==> config.mk <==
export PLATFORM = sky130hd
export DESIGN_NAME = dbl_ep_buffer
export DESIGN_NICKNAME = d
export VERILOG_FILES = /design/src/rtl/ep_fifo_pkg.sv /design/src/rtl/pp_mem.sv /design/src/rtl/ep_out_path.sv /design/src/rtl/ep_in_path.sv /design/src/rtl/dbl_ep_buffer.sv
export SDC_FILE = /design/constraint.sdc
export NUM_CORES = 2
export LEC_CHECK = 0
export BUFFER_PORTS_ARGS = -buffer_cell sky130_fd_sc_hd__buf_4
export CORE_ASPECT_RATIO = 0.75
export CORE_MARGIN = 2
export CORE_UTILIZATION = 68
export DETAILED_ROUTE_END_ITERATION = 8
export MAX_ROUTING_LAYER = met4
export PLACE_DENSITY = 0.87
export SYNTH_ARGS = -nofsm -noshare
export SYNTH_HDL_FRONTEND = slang
export SYNTH_HIERARCHICAL = 1
export SYNTH_SLANG_ARGS = --single-unit
==> constraint.sdc <==
create_clock -name clk -period 8.25 [get_ports clk]
set_input_delay 1.2375 -clock clk [delete_from_list [all_inputs] [get_ports clk]]
set_output_delay 1.2375 -clock clk [all_outputs]
set_load 0.02 [all_outputs]
==> src/rtl/ep_fifo_pkg.sv <==
package ep_fifo_pkg;
    typedef logic [7:0] byte_t;

    localparam int unsigned DEF_MAX_PKT = 64;
    localparam int unsigned DEF_CHUNK   = 32;

    typedef enum logic [1:0] {
        CLS_NONE  = 2'd0,
        CLS_FULL  = 2'd1,
        CLS_SHORT = 2'd2,
        CLS_ZERO  = 2'd3
    } pkt_class_e;

    function automatic pkt_class_e classify(input int unsigned len, input int unsigned maxlen);
        if (len == 0) return CLS_ZERO;
        if (len >= maxlen) return CLS_FULL;
        return CLS_SHORT;
    endfunction
endpackage

==> src/rtl/pp_mem.sv <==
module pp_mem
    import ep_fifo_pkg::*;
#(
    parameter int unsigned DEPTH = 64,
    localparam int unsigned AW = $clog2(DEPTH)
) (
    input  logic          clk,
    input  logic          we,
    input  logic          wbuf,
    input  logic [AW-1:0] waddr,
    input  byte_t         wdata,
    input  logic          rbuf,
    input  logic [AW-1:0] raddr,
    output byte_t         rdata
);
    byte_t rd_b [2];

    for (genvar b = 0; b < 2; b++) begin : g_buf
        byte_t mem [DEPTH];
        always_ff @(posedge clk) begin
            if (we && (wbuf == 1'(b))) mem[waddr] <= wdata;
        end
        assign rd_b[b] = mem[raddr];
    end

    assign rdata = rd_b[rbuf];
endmodule

==> src/rtl/ep_out_path.sv <==
module ep_out_path
    import ep_fifo_pkg::*;
#(
    parameter int unsigned MAX_PKT = DEF_MAX_PKT,
    parameter int unsigned CHUNK   = DEF_CHUNK,
    localparam int unsigned CW = $clog2(MAX_PKT + 1),
    localparam int unsigned AW = $clog2(MAX_PKT)
) (
    input  logic          clk,
    input  logic          rst_n,
    input  logic          rx_sop,
    input  logic          rx_valid,
    input  byte_t         rx_data,
    input  logic          rx_eop,
    input  logic          rx_crc_ok,
    output logic          rx_busy,
    output logic          rx_nak,
    input  logic          out_rd,
    output logic          out_avail,
    output byte_t         out_data,
    output logic          out_last,
    output logic [CW-1:0] out_len,
    output logic          dma_req,
    output logic          irq_pkt,
    output logic          irq_short,
    output logic          irq_zlp
);
    localparam logic [CW-1:0] MAX_C   = CW'(MAX_PKT);
    localparam logic [CW-1:0] CHUNK_C = CW'(CHUNK);

    typedef struct packed {
        logic                wsel;
        logic                rsel;
        logic [1:0]          full;
        logic [1:0][CW-1:0]  cnt;
        logic [CW-1:0]       wptr;
        logic [CW-1:0]       rptr;
        logic                act;
        logic                bad;
        logic                nak;
        pkt_class_e          cls;
    } out_st_t;

    out_st_t st_d, st_q;
    logic    we_d;
    logic [CW-1:0] cur_cnt;
    logic          cur_last;

    assign cur_cnt  = st_q.cnt[st_q.rsel];
    assign cur_last = (st_q.rptr + CW'(1)) >= cur_cnt;

    always_comb begin
        st_d     = st_q;
        st_d.nak = 1'b0;
        st_d.cls = CLS_NONE;
        we_d     = 1'b0;
        // receive side: sop opens a packet only when the write buffer is free
        if (rx_sop && !st_q.full[st_q.wsel]) begin
            st_d.act  = 1'b1;
            st_d.wptr = '0;
            st_d.bad  = 1'b0;
        end else if (st_q.act) begin
            if (rx_valid) begin
                if (st_q.wptr < MAX_C) begin
                    we_d      = 1'b1;
                    st_d.wptr = st_q.wptr + CW'(1);
                end else begin
                    st_d.bad = 1'b1;
                end
            end
            if (rx_eop) begin
                st_d.act = 1'b0;
                if (rx_crc_ok && !st_q.bad) begin
                    st_d.full[st_q.wsel] = 1'b1;
                    st_d.cnt[st_q.wsel]  = st_q.wptr;
                    st_d.wsel            = ~st_q.wsel;
                    st_d.cls             = classify(32'(st_q.wptr), MAX_PKT);
                end else begin
                    st_d.nak = 1'b1;
                end
            end
        end
        // consumer side
        if (out_rd && st_q.full[st_q.rsel]) begin
            if (cur_last) begin
                st_d.full[st_q.rsel] = 1'b0;
                st_d.rsel            = ~st_q.rsel;
                st_d.rptr            = '0;
            end else begin
                st_d.rptr = st_q.rptr + CW'(1);
            end
        end
    end

    always_ff @(posedge clk) begin
        if (!rst_n) st_q <= '0;
        else        st_q <= st_d;
    end

    pp_mem #(.DEPTH(MAX_PKT)) u_mem (
        .clk   (clk),
        .we    (we_d),
        .wbuf  (st_q.wsel),
        .waddr (st_q.wptr[AW-1:0]),
        .wdata (rx_data),
        .rbuf  (st_q.rsel),
        .raddr (st_q.rptr[AW-1:0]),
        .rdata (out_data)
    );

    assign rx_busy   = st_q.full[st_q.wsel];
    assign rx_nak    = st_q.nak;
    assign out_avail = st_q.full[st_q.rsel];
    assign out_last  = out_avail && cur_last;
    assign out_len   = cur_cnt;
    assign dma_req   = out_avail && (cur_cnt == MAX_C) && ((cur_cnt - st_q.rptr) >= CHUNK_C);
    assign irq_pkt   = st_q.cls == CLS_FULL;
    assign irq_short = st_q.cls == CLS_SHORT;
    assign irq_zlp   = st_q.cls == CLS_ZERO;
endmodule

==> src/rtl/ep_in_path.sv <==
module ep_in_path
    import ep_fifo_pkg::*;
#(
    parameter int unsigned MAX_PKT = DEF_MAX_PKT,
    localparam int unsigned CW = $clog2(MAX_PKT + 1),
    localparam int unsigned AW = $clog2(MAX_PKT)
) (
    input  logic          clk,
    input  logic          rst_n,
    input  logic          tx_wr,
    input  byte_t         tx_wdata,
    input  logic          tx_commit,
    output logic          tx_ready,
    input  logic          in_rd,
    input  logic          in_retry,
    input  logic          in_ack,
    output logic          in_avail,
    output byte_t         in_data,
    output logic          in_last,
    output logic [CW-1:0] in_len
);
    localparam logic [CW-1:0] MAX_C = CW'(MAX_PKT);

    typedef struct packed {
        logic                wsel;
        logic                rsel;
        logic [1:0]          full;
        logic [1:0][CW-1:0]  cnt;
        logic [CW-1:0]       wptr;
        logic [CW-1:0]       rptr;
    } in_st_t;

    in_st_t st_d, st_q;
    logic   we_d;
    logic [CW-1:0] cur_cnt;

    assign cur_cnt = st_q.cnt[st_q.rsel];

    always_comb begin
        st_d = st_q;
        we_d = 1'b0;
        // fill side: only while the fill buffer is free
        if (!st_q.full[st_q.wsel]) begin
            if (tx_commit) begin
                st_d.full[st_q.wsel] = 1'b1;
                st_d.cnt[st_q.wsel]  = st_q.wptr;
                st_d.wptr            = '0;
                st_d.wsel            = ~st_q.wsel;
            end else if (tx_wr && (st_q.wptr < MAX_C)) begin
                we_d      = 1'b1;
                st_d.wptr = st_q.wptr + CW'(1);
            end
        end
        // serial side: ack frees, retry rewinds, read advances
        if (st_q.full[st_q.rsel]) begin
            if (in_ack) begin
                st_d.full[st_q.rsel] = 1'b0;
                st_d.rsel            = ~st_q.rsel;
                st_d.rptr            = '0;
            end else if (in_retry) begin
                st_d.rptr = '0;
            end else if (in_rd && (st_q.rptr < cur_cnt)) begin
                st_d.rptr = st_q.rptr + CW'(1);
            end
        end
    end

    always_ff @(posedge clk) begin
        if (!rst_n) st_q <= '0;
        else        st_q <= st_d;
    end

    pp_mem #(.DEPTH(MAX_PKT)) u_mem (
        .clk   (clk),
        .we    (we_d),
        .wbuf  (st_q.wsel),
        .waddr (st_q.wptr[AW-1:0]),
        .wdata (tx_wdata),
        .rbuf  (st_q.rsel),
        .raddr (st_q.rptr[AW-1:0]),
        .rdata (in_data)
    );

    assign tx_ready = !st_q.full[st_q.wsel];
    assign in_avail = st_q.full[st_q.rsel];
    assign in_last  = in_avail && ((st_q.rptr + CW'(1)) >= cur_cnt);
    assign in_len   = cur_cnt;
endmodule

==> src/rtl/dbl_ep_buffer.sv <==
module dbl_ep_buffer
    import ep_fifo_pkg::*;
#(
    parameter int unsigned MAX_PKT = DEF_MAX_PKT,
    parameter int unsigned CHUNK   = DEF_CHUNK
) (
    input  logic                         clk,
    input  logic                         rst_n,
    input  logic                         rx_sop,
    input  logic                         rx_valid,
    input  logic [7:0]                   rx_data,
    input  logic                         rx_eop,
    input  logic                         rx_crc_ok,
    output logic                         rx_busy,
    output logic                         rx_nak,
    input  logic                         out_rd,
    output logic                         out_avail,
    output logic [7:0]                   out_data,
    output logic                         out_last,
    output logic [$clog2(MAX_PKT+1)-1:0] out_len,
    output logic                         dma_req,
    output logic                         irq_pkt,
    output logic                         irq_short,
    output logic                         irq_zlp,
    input  logic                         tx_wr,
    input  logic [7:0]                   tx_wdata,
    input  logic                         tx_commit,
    output logic                         tx_ready,
    input  logic                         in_rd,
    input  logic                         in_retry,
    input  logic                         in_ack,
    output logic                         in_avail,
    output logic [7:0]                   in_data,
    output logic                         in_last,
    output logic [$clog2(MAX_PKT+1)-1:0] in_len
);
    ep_out_path #(.MAX_PKT(MAX_PKT), .CHUNK(CHUNK)) u_out (
        .clk(clk), .rst_n(rst_n),
        .rx_sop(rx_sop), .rx_valid(rx_valid), .rx_data(rx_data),
        .rx_eop(rx_eop), .rx_crc_ok(rx_crc_ok),
        .rx_busy(rx_busy), .rx_nak(rx_nak),
        .out_rd(out_rd), .out_avail(out_avail), .out_data(out_data),
        .out_last(out_last), .out_len(out_len), .dma_req(dma_req),
        .irq_pkt(irq_pkt), .irq_short(irq_short), .irq_zlp(irq_zlp)
    );

    ep_in_path #(.MAX_PKT(MAX_PKT)) u_in (
        .clk(clk), .rst_n(rst_n),
        .tx_wr(tx_wr), .tx_wdata(tx_wdata), .tx_commit(tx_commit),
        .tx_ready(tx_ready),
        .in_rd(in_rd), .in_retry(in_retry), .in_ack(in_ack),
        .in_avail(in_avail), .in_data(in_data), .in_last(in_last),
        .in_len(in_len)
    );
endmodule

Word-level counts from Yosys, hierarchy flattened:

Memory sizes are Yosys's and may differ from the RTL's. A register that Yosys moved wholly into a read port is not among the register bits.
Cells that the tools add are included.

* add/sub/neg operators: 5
* multiply operators: 0
* div/mod/pow operators: 0
* order comparisons: 17
* eq/ne operators: 4
* shift operators: 0
* muxes and demuxes: 96
* bitwise operators: 19
* reduce and logical (&&, ||, !) cells: 34

Operators with widths (number)
* $mux W7: 14
* $mux W16: 4
* $mux W6: 8
* $mux W8: 6
* $mux W23: 2
* $mux W1: 42
* $add A7 B1 Y7 const B: 4
* $bwmux W14: 2
* $mux W2: 10
* $logic_and A1 B1 Y1: 17
* $demux W7 S1: 2
* $ge A7 B7 Y1: 2
* $lt A7 B7 Y1 const B: 2
* $not A1 Y1: 11
* $reduce_and A2 Y1: 5
* $lt A1 B2 Y1 const B: 4
* $eq A7 B7 Y1 const B: 1
* $ge A7 B6 Y1 const B: 1
* $ge A7 B7 Y1 const B: 1
* $logic_not A7 Y1: 1
* $lt A7 B7 Y1: 1
* $sub A7 B7 Y7: 1
* $reduce_and A3 Y1: 2
* $mux W5: 1
* 17 further kinds: 31

* bits in registers: 69
* latch bits: 0
* RAM bits: 2048
* memory bits (read-only): 0
* input port bits: 28
* output and inout bits: 41
* logic and storage cells: 197
* memories: 4

Memories
* u_in.u_mem.g_buf[0].mem: words 64, width 8, rd ports 1, clocked after memory_dff 1, write ports 1, RTL line pp_mem.sv:19 `byte_t mem [DEPTH];`
* u_in.u_mem.g_buf[1].mem: words 64, width 8, rd ports 1, clocked after memory_dff 1, write ports 1, RTL line pp_mem.sv:19
* u_out.u_mem.g_buf[0].mem: words 64, width 8, rd ports 1, clocked after memory_dff 1, write ports 1, RTL line pp_mem.sv:19
* u_out.u_mem.g_buf[1].mem: words 64, width 8, rd ports 1, clocked after memory_dff 1, write ports 1, RTL line pp_mem.sv:19

Longest topological paths before layout:

* depth after elaboration: 17
* depth in mapped cells: 10
* mapped depth without buffers: 10

Cells and area by module:

The synthesis kept the hierarchy.

Modules (own cells, without submodules)
* pp_mem: instances 2, cells each 1634, area each 39542.9 um^2
* ep_out_path: instances 1, cells each 232, area each 2038.2 um^2
* ep_in_path: instances 1, cells each 212, area each 1888.1 um^2

Worst setup path after synthesis:

OpenSTA, ideal clock, no wires.

* kind: reg-to-output
* start: register, netlist name u_in/st_q[0]
* end: output in_data[0]
* data arrival time: 2907 ps
* path slack: 4105 ps
* stages on the path, launching flop included: 7
* path buffers: 2
* path through: dfxtp_1 clkbuf_1 buf_1 mux4_2 mux4_2 mux4_2 mux2_2

RTL lines
* end, declared: RTL line dbl_ep_buffer.sv:33 `output logic [7:0] in_data,`

Worst setup path in the final report:

* start: register u_out/st_q[5] (netlist name)
* end: output out_last

* longest elaborated chain between the ends: 3

Ends and longest elaborated chain
* start, declared: RTL line ep_out_path.sv:44 `out_st_t st_d, st_q;`
* start signal, assigned: RTL line ep_out_path.sv:97 `else st_q <= st_d;`
* $add A7 B1 Y7: RTL line ep_out_path.sv:50 `assign cur_last = (st_q.rptr + CW'(1)) >= cur_cnt;`
* $ge A7 B7 Y1: RTL line ep_out_path.sv:50
* $logic_and A1 B1 Y1: RTL line ep_out_path.sv:114 `assign out_last = out_avail && cur_last;`
* end, declared: RTL line dbl_ep_buffer.sv:19 `output logic out_last,`

No other way between the ends.

==> key figures <==
Logic synthesis
  – Synthesized Nets: about 3,800
  – Leading area contributor after synthesis: edfxtp_1
  – Yosys warning count: 6
  – Synth Area in XOR/XNOR: 0.00211
  – Syn avg cell area: 22.4 µm²
  – Count of cell types in the netlist: 67
  – Commonest cells in the synthesized netlist: edfxtp_1 (2,048), mux4_2 (672), nor2_1 (319)
  – Post-Syn Area: about 0.083 mm²
  – Main combinational cell family by area after synthesis: multiplexers
  – Syn Inst Count: about 3,700
  – Yosys reg bits: roughly 2,100
  – Simple-Gate Fraction of Synth Area: 0.0254
  – Synth Area in Compound Gates: 0.00660
  – Post-synthesis mux area share: 0.190
  – Largest cells by area after synthesis: edfxtp_1 (74%), mux4_2 (18%), dfxtp_1 (1.7%)
  – Most common cell in the netlist: edfxtp_1
  – Ys async rst share: 0
  – Area share of the largest cell type after synthesis: 0.741
  – Register area share after synthesis: 0.757
  – Main synth FF type: edfxtp_1
  – Post-synthesis adder-cell area fraction: 0.00522
  – Post-synth EDFFs: ~2,000

Timing
  – Final setup viols: 0
  – Crit path time final: ~6.6 ns
  – Max transition margin: -0.0760
  – RSZ-0062 raised after global routing: false
  – Fin crit share: 0.798
  – FMAX: roughly 0.15 GHz
  – Slew Viols, Final: 9
  – Final hold viol count: 0
  – Slew @ Worst Pin: 1.61 ns
  – Clock Skews: about 0.062 ns
  – Fin Setup TNS: 0 ns

Setup path
  – CP required: between 7 and 8 ns
  – Critical path class: register to output pin
  – CP Max Fanout: between 40 and 50
  – Worst Setup End Kind: output pin
  – FF-to-FF End: u_out/st_q[5]
  – Crit path launch type: register
  – Crit Reg-Reg Startpoint: u_out/st_q[5]
  – R2R setup slack: between 3 and 4 ns
  – Worst Path Arrival: ~5.4 ns
  – Cells on worst reg2reg path: 11

Drt
  – WL final: around 240,000 µm
  – Initial DRC count: approximately 11,000
  – 1st-pass router iterations: 7
  – DR DRC count: 0
  – Vias per cell: between 8 and 9
  – WL/cell: roughly 44 µm
  – Final ANT Viol Nets: 0
  – Vias post-DR: between 40,000 and 50,000

Floorplanning
  – Num rows: 110
  – Initial Util: 0.689
  – IO Pins: just under 70
  – Die area: roughly 0.12 mm²
  – Chip Height: between 300 and 400 µm
  – Core area: ~0.12 mm²
  – Die width: between 400 and 500 µm

Pwr
  – Net Sw Frac: 0.210
  – Switching power: 4.39 mW
  – Static leakage: between 20 and 30 nW
  – Power density over the cells: 230 mW/mm²
  – Power share of the combinational group: 0.016
  – Sequential power share: 0.565
  – Max rail drop VDD: about 0.32 mV
  – Clk pwr share: 0.419
  – Cell Int Power: 16.5 mW
  – Total power: around 21 mW

Layout
  – Final #Nets: approximately 3,900
  – Share of cells above drive strength 1: 0.272
  – Fill cells: 5,402
  – Layout area overhead: 9.54%

Global routing
  – Initial antenna violation count: 16
  – Global route overflow: 0
  – Number of global-route vias before repair: 43,800
  – Overall global routing resource usage: 0.411
  – First-pass GRT wire length: 345,000 µm
  – Largest net degree at the start of global routing: around 150

Clock network
  – Clock Latency Late Sink: ~0.88 ns
  – # hold bufs at CTS: 0
  – PostCTS Resize Cnt: 0
  – CTS clk-pin slew, worst paths: approximately 0.070 ns
  – TritonCTS clock tree: built
  – Setup Fix Bufs, Post-CTS: 0
  – H-tree depth: 4
  – Root buf cell: clkbuf_16
  – Max Root-Sink Buffers: 3
  – Num CTS Buffers: roughly 190
  – # clock sinks: 2,117

Run status
  – Failing checks: max-capacitance violations, max-slew violations
  – Status: complete, but fails checks

Placed design
  – Input/output buffers: 68
  – GP Congestion: slightly below 0.9
  – HPWL after detailed placement: ~120,000 µm

Min path
  – HP Class: register to register
  – Worst hold path depth: 2

Flow run
  – Max cap viols: 2
==> how the worst max path moves through the flow <==
stage,slack [ns],cells after the start,to,from
2_1_floorplan,4.11,6,in_data[0],u_in/st_q[0]
3_3_place_gp,3.01,11,out_last,u_out/st_q[5]
3_5_place_dp,2.91,11,out_last,u_out/st_q[5]
4_1_cts,1.68,11,out_last,u_out/st_q[5]
5_1_grt,1.45,11,out_last,u_out/st_q[5]
6_report,1.66,11,out_last,u_out/st_q[5]
==> through the flow <==
stage | std cells | setup slack [ns] | hold WS, ns | util | area, µm²
after detailed placement | 5253 | 2.91 | 0.477 | 0.706 | 85100
after floorplan | 3712 | 4.11 | 0.441 | - | 83000
after CTS | 5584 | 1.68 | 0.499 | 0.754 | 90900
after global routing | 5596 | 1.45 | 0.523 | 0.754 | 90900
after global placement | 5253 | 3.01 | 0.455 | 0.706 | 85100
final | 5597 | 1.66 | 0.495 | 0.754 | 90900
==> cells in the final DEF (no fill, tap or decap), types with 12 or more instances in the layout <==
master,count
edfxtp_1,2048
diode_2,12
buf_4,104
a21oi_1,21
ha_1,33
nand3_1,29
inv_1,53
nand3b_1,15
clkbuf_16,198
nand2_1,58
clkbuf_1,52
mux2_2,18
nor2_1,319
clkinv_1,35
xnor2_1,14
mux4_2,672
mux2i_1,41
clkinv_2,23
dfxtp_1,61
==> metal layers <==
metal	vias to the layer above	GRT usage	part of all wire
met3	919	0.126	0.17
met5	-	-	0
met2	5384	0.600	0.46
met1	22900	0.563	0.32
met4	0	0.149	0.047
li1	15700	-	-
==> cell families (layout without fill, tap and decap cells) <==
kind of cell    count (synthesis)  after routing
xor+xnor                       20             20
compound gates                 75             75
mux                           732            732
flops                        2117           2117
simple gates                  485            485
fa+ha+maj                      34             34
buf+inv                       249            498
other cells                     0             12
==> area by class of cell <==
class / instances / area, µm² / area share
multi-input combinational: 1346 / 19000 / 0.209
antenna: 12 / 30.0 / 0.000330
clock inverter: 78 / 588 / 0.00647
clock buffer: 253 / 5180 / 0.0570
inverter: 54 / 203 / 0.00223
timing repair buffer: 113 / 960 / 0.0106
sequential: 2117 / 62900 / 0.692
tap: 1624 / 2030 / 0.0223
==> state kept, by name, indices dropped and copies added, names as in the netlist, named ones only <==
register               flops
u_out/st_q                22
u_out/u_mem/g_buf.mem   1024
u_in/u_mem/g_buf.mem    1024
u_out/rx_nak               1
u_in/st_q                 18
==> power groups by stage <==
stage	Combinational [mW]	Clock [mW]	Sequential [mW]
2_1_floorplan	0.0770	0	12.0
3_5_place_dp	0.298	0	12.0
4_1_cts	0.312	8.75	11.8
3_3_place_gp	0.273	0	12.0
5_1_grt	0.335	9.09	11.8
6_report	0.327	8.75	11.8
==> worst max-delay path, cell delays in order (launching register included) <==
cell	delay, ns
dfxtp_4	0.97
buf_4	0.77
ha_1	0.35
nand3_1	0.17
nor3_1	0.31
xor2_1	0.34
ha_1	0.35
and2_0	0.23
a221o_1	0.38
a41o_1	0.26
and2_2	0.20
buf_4	0.15
(Power assumes the default switching activity.)
